[config.mk]
export PLATFORM = sky130hd
export DESIGN_NAME = enc_input_filter
export DESIGN_NICKNAME = d
export VERILOG_FILES = /design/src/rtl/enc_filt_pkg.sv /design/src/rtl/filt_tick_gen.sv /design/src/rtl/sync2.sv /design/src/rtl/chan_filter.sv /design/src/rtl/enc_input_filter.sv
export SDC_FILE = /design/constraint.sdc
export NUM_CORES = 1
export LEC_CHECK = 0
export BUFFER_PORTS_ARGS = -buffer_cell sky130_fd_sc_hd__buf_4
export CAP_MARGIN = 30
export CORE_MARGIN = 5
export CORE_UTILIZATION = 35
export CTS_CLUSTER_DIAMETER = 80
export DETAILED_ROUTE_END_ITERATION = 10
export PLACE_DENSITY_LB_ADDON = 0.25
export SYNTH_ARGS = -nofsm -noshare
export SYNTH_HDL_FRONTEND = slang
export SYNTH_SLANG_ARGS = --single-unit
[constraint.sdc]
create_clock -name clk -period 2.6 [get_ports clk]
set_clock_uncertainty 0.1 [all_clocks]
set_input_delay 0.13 -clock clk [delete_from_list [all_inputs] [get_ports clk]]
set_output_delay 0.13 -clock clk [all_outputs]
set_load 0.005 [all_outputs]
[src/rtl/enc_filt_pkg.sv]
package enc_filt_pkg;

    // Three-sample confirmation filter states
    typedef enum logic [1:0] {
        FS_STABLE = 2'd0,   // sample agrees with committed output
        FS_SEEN1  = 2'd1,   // one disagreeing sample observed
        FS_SEEN2  = 2'd2    // two consecutive disagreeing samples observed
    } filt_state_e;

    localparam int unsigned DEF_NUM_CH = 4;
    localparam int unsigned DEF_DIV_W  = 6;

endpackage

[src/rtl/filt_tick_gen.sv]
module filt_tick_gen #(
    parameter int unsigned DIV_W = 6
) (
    input  logic             clk,
    input  logic             rst_n,
    input  logic [DIV_W-1:0] div_i,
    output logic             tick_o
);

    logic [DIV_W-1:0] cnt_q;

    assign tick_o = (cnt_q == '0);

    // Down counter: reloads with the divider setting on each strobe
    always_ff @(posedge clk or negedge rst_n) begin
        if (!rst_n) begin
            cnt_q <= '0;
        end else if (tick_o) begin
            cnt_q <= div_i;
        end else begin
            cnt_q <= cnt_q - 1'b1;
        end
    end

    // at setting 0 the strobe keeps firing every clock
    p_full_rate_r2: assert property (@(posedge clk) disable iff (!rst_n)
        (tick_o && div_i == '0) |=> tick_o);

    // with a nonzero setting a strobe is followed by a quiet clock
    p_divided_gap_r5: assert property (@(posedge clk) disable iff (!rst_n)
        (tick_o && div_i != '0) |=> !tick_o);

endmodule

[src/rtl/sync2.sv]
module sync2 #(
    parameter int unsigned WIDTH = 4
) (
    input  logic             clk,
    input  logic             rst_n,
    input  logic [WIDTH-1:0] d_i,
    output logic [WIDTH-1:0] q_o
);

    logic [WIDTH-1:0] meta_q;
    logic [WIDTH-1:0] sync_q;

    always_ff @(posedge clk or negedge rst_n) begin
        if (!rst_n) begin
            meta_q <= '0;
            sync_q <= '0;
        end else begin
            meta_q <= d_i;
            sync_q <= meta_q;
        end
    end

    assign q_o = sync_q;

endmodule

[src/rtl/chan_filter.sv]
module chan_filter
    import enc_filt_pkg::*;
(
    input  logic clk,
    input  logic rst_n,
    input  logic tick_i,
    input  logic samp_i,
    output logic clean_o
);

    filt_state_e state_q;
    filt_state_e state_d;
    logic        clean_q;
    logic        flip;
    logic        differs;

    assign differs = (samp_i != clean_q);

    // Next-state logic
    always_comb begin
        state_d = state_q;
        flip    = 1'b0;
        if (tick_i) begin
            unique case (state_q)
                FS_STABLE: state_d = differs ? FS_SEEN1 : FS_STABLE;
                FS_SEEN1:  state_d = differs ? FS_SEEN2 : FS_STABLE;
                FS_SEEN2: begin
                    state_d = FS_STABLE;
                    flip    = differs;
                end
                default:   state_d = FS_STABLE;
            endcase
        end
    end

    // State register
    always_ff @(posedge clk or negedge rst_n) begin
        if (!rst_n) begin
            state_q <= FS_STABLE;
        end else begin
            state_q <= state_d;
        end
    end

    // Output register
    always_ff @(posedge clk or negedge rst_n) begin
        if (!rst_n) begin
            clean_q <= 1'b0;
        end else if (flip) begin
            clean_q <= ~clean_q;
        end
    end

    assign clean_o = clean_q;

    // the committed level moves only on a strobe edge
    p_move_on_tick_r9: assert property (@(posedge clk) disable iff (!rst_n)
        !tick_i |=> $stable(clean_o));

    // an agreeing sample never changes the output
    p_agree_holds_r3: assert property (@(posedge clk) disable iff (!rst_n)
        (tick_i && samp_i == clean_o) |=> $stable(clean_o));

    // a committed change takes the value that was sampled
    p_flip_matches_r4: assert property (@(posedge clk) disable iff (!rst_n)
        !$stable(clean_o) |-> (clean_o == $past(samp_i)));

endmodule

[src/rtl/enc_input_filter.sv]
module enc_input_filter
    import enc_filt_pkg::*;
#(
    parameter int unsigned NUM_CH = DEF_NUM_CH,
    parameter int unsigned DIV_W  = DEF_DIV_W
) (
    input  logic              clk,
    input  logic              rst_n,
    input  logic [DIV_W-1:0]  filt_div_i,
    input  logic [NUM_CH-1:0] enc_raw_i,
    output logic [NUM_CH-1:0] enc_clean_o
);

    logic              samp_tick;
    logic [NUM_CH-1:0] synced;

    filt_tick_gen #(.DIV_W(DIV_W)) u_tick (
        .clk    (clk),
        .rst_n  (rst_n),
        .div_i  (filt_div_i),
        .tick_o (samp_tick)
    );

    sync2 #(.WIDTH(NUM_CH)) u_sync (
        .clk   (clk),
        .rst_n (rst_n),
        .d_i   (enc_raw_i),
        .q_o   (synced)
    );

    // one independent filter per channel
    for (genvar ch = 0; ch < NUM_CH; ch++) begin : g_chan
        chan_filter u_filt (
            .clk     (clk),
            .rst_n   (rst_n),
            .tick_i  (samp_tick),
            .samp_i  (synced[ch]),
            .clean_o (enc_clean_o[ch])
        );
    end

endmodule

==> flow_metrics.py <==
metrics = {
    "timing": {
        "fmax_ghz": 0.456,
        "min_period_over_period_pct": 84.4,
        "period_minus_slack_ps": 2190,
        "fin_setup_tns_ps": 0,
        "max-slew-margin-rel_pct": 62.3,
        "setup_slack_ps": 405,
        "finalMaxSlewViolations": 0,
        "rsz0062_at_grt": "no",
        "tightest_slew_ps": 565,
        "hold_violations": 0,
        "finalSetupViolCount": 0,
    },
    "clock_network": {
        "cts_tree": "yes",
        "clk_pin_slew_ps": 140,
        "cts_inserted_buffers": 3,
        "clk_latency_ps": 320,
        "h-tree-depth": 1,
        "cts_resized": 0,
        "cts_setup_buffers": 0,
        "clkSinkCount": 26,
        "clock_tree.root_cell": "clkbuf_4",
        "clk_path_buf_depth": 2,
    },
    "synthesis": {
        "synth-seq-cells": 26,
        "syn_avg_cell_area_um2": 13.4,
        "yosysSeqAreaShare_pct": 58.6,
        "syn_nets": 96,
        "syn_area_mm2": 0.00111,
        "synth_edf_count": 0,
        "yosys.area.top_type": "dfrtp_1",
        "yosys_warnings": 0,
        "ys.flop_type": "dfrtp_1",
        "synth_area_leaders": "dfrtp_1 (59%), mux2_2 (7.1%), xnor2_1 (3.9%), a22o_1 (3.2%), buf_4 (2.7%)",
        "synth_cell_types": 27,
        "yosysTopAreaCellShare_pct": 58.6,
        "synthArstFlopShare_pct": 100,
        "synth_cells": 83,
    },
    "pwr": {
        "leakage_nw": 0.602,
        "irDropWorstVdd_v": 0.000356,
        "p_per_area_mw_per_mm2": 937,
    },
    "floorplanning": {
        "die_h_um": 66.3,
        "die-area_mm2": 0.00440,
        "die_x_um": 66.3,
        "ios": 16,
        "coreArea_mm2": 0.00305,
        "rows": 20,
        "start_util_pct": 36.4,
    },
    "drt": {
        "drc": 0,
        "ant_nets": 0,
        "avgViaCountPerCell": 4.68,
        "firstDrtPassIters": 4,
        "wl_mm": 1.78,
        "wl_per_cell_um": 12.0,
        "vias": 692,
        "drtIter0Drc": 9,
    },
    "global_route": {
        "grt_overflow_total": 0,
        "antenna_found_initial": 0,
        "grt_max_degree": 27,
        "grtUsageTotal_pct": 9.88,
        "grt_pass1_vias": 689,
        "grt_pass1_wl_mm": 3.25,
    },
    "final_layout": {
        "drive_gt1_share_pct": 28.8,
        "antenna_cells": 0,
        "fin_nets": 118,
        "syn_to_final_growth_pct": 23.4,
    },
    "hold_path": {
        "min_path_type": "input port to flip-flop",
        "hp-start": "filt_div_i[4]",
        "min_path_cells": 4,
    },
    "setup_path": {
        "path_max_fanout": 12,
        "r2r_start": "u_tick.cnt_q[0]",
        "worst-path-buf-inv": 1,
        "reg2regPathDepth": 5,
        "cp.depth": 5,
        "path_delay_family": "simple AND/OR/NAND/NOR gates",
        "max_stage_delay_ps": 570,
        "crit_path_top_delay_cell": "or4b_4",
        "cp_cell_sequence": "inv_1 -> ha_1 -> or4b_4 -> nor4b_1 -> mux2_2",
        "cp.arrival_ps": 2320,
        "start_kind": "flip-flop",
        "endpoint_kind": "flip-flop",
        "critPathKind": "flip-flop to flip-flop",
        "cp.required_ps": 2720,
        "crit_path_start": "u_tick.cnt_q[0]",
    },
    "placed_design": {
        "io_buffers": 15,
        "dp_hpwl_mm": 1.22,
        "place_congestion": 0.801,
        "post-place-ws_ps": 403,
    },
    "flow_run": {
        "cap_violations": 0,
    },
    "status": {
        "status": "finished clean",
    },
}
## timing repair
action                                 CTS  global route
hold buffers                             9             0
setup endpoints to repair                0             0
endpoints found under the hold margin   34             0
## metrics by stage
step           instances  util (%)  cell area [um2]  power (W)  hold slack [ps]
6_report             148      44.9             1370    0.00128             58.8
5_1_grt              148      44.9             1370    0.00138             37.1
4_1_cts              148      44.9             1370    0.00130             46.5
3_5_place_dp         135      40.2             1230    0.00101            -41.2
3_3_place_gp         135      40.2             1230   0.000995            -41.5
2_1_floorplan         83         -             1110   0.000929             -266
## routing by layer
metal  GRT usage [%]  vias to the layer above  wire length [um]
met1            13.1                      335               841
met5               0                        -                 0
met4            3.55                        0                10
li1                -                      338                 -
met2            14.1                       17               811
met3            4.42                        2               118
## synthesized netlist by cell type, drive strengths merged (2+ instances only)
cell	count
dfrtp	26
mux2	8
buf	6
xnor2	5
a22o	4
nor3	4
nor4	4
nor4b	4
a21oi	3
inv	3
nand2b	3
nor2	2
o21ai	2
## cell usage in the layout (no fill, tap or decap)
master / synthesis / final
nor4b_4: 1 / 1
o21ai_0: 2 / 2
dfrtp_1: 26 / 26
clkbuf_4: 0 / 3
dlygate4sd3_1: 0 / 9
buf_4: 4 / 15
nand2_1: 1 / 1
xnor2_1: 5 / 5
mux2_2: 7 / 7
inv_1: 3 / 3
a211oi_1: 1 / 1
nor4b_1: 1 / 1
a2bb2oi_1: 1 / 1
and3_1: 1 / 1
or4b_4: 1 / 1
o311a_1: 1 / 1
a22o_1: 4 / 4
a21oi_1: 3 / 3
nor4b_2: 2 / 2
or4_1: 1 / 1
nor2_1: 2 / 2
nand2b_1: 3 / 3
nor3_1: 4 / 4
mux2_1: 1 / 1
nor4_1: 4 / 4
bufinv_16: 0 / 1
ha_1: 1 / 1
## logic make-up after synthesis
family          after synthesis  synth area share, %
compound gates               12                 7.78
xor+xnor                      5                 3.95
fa+ha+maj                     1                 1.13
buf+inv                      10                 5.52
flops                        26                 58.6
mux                           8                 8.12
simple gates                 21                 14.9
## final timing paths
| path | slack [ps] | end |
|---|---|---|
| setup reg to reg | 410 | g_chan[3].u_filt.clean_o |
| min in group asynchronous | 120 | g_chan[1].u_filt.clean_o |
| hold / removal | 60 | u_tick.cnt_q[4] |
| setup / recovery | 410 | g_chan[3].u_filt.clean_o |
| hold reg to reg | 260 | u_sync.q_o[1] |
| max in group asynchronous | 2030 | g_chan[3].u_filt.state_q[1] |
## layout make-up
type	count	area, um2
inverter	3	11.3
multi-input combinational	47	398
sequential	26	651
fill	300	1680
tap	44	55.1
clock buffer	3	22.5
timing repair buffer	24	203
clock inverter	1	30.0
## power by group
group	internal, W	switching, W
Clock	0.000156	0.000120
Sequential	0.000529	0.000129
Combinational	0.000214	0.000136
## state kept, by name (all words and copies together) (netlist names)
| register | flops |
|---|---|
| u_tick.cnt_q | 6 |
| g_chan.u_filt.clean_o | 4 |
| g_chan.u_filt.state_q | 8 |
| u_sync.meta_q | 4 |
| u_sync.q_o | 4 |
## tightest hold or removal path: stages
cell	delay (ps)
buf_4	110
nor2_1	70
or4_1	100
nand2_1	50
No activity file was read; power rests on OpenSTA's default activity.
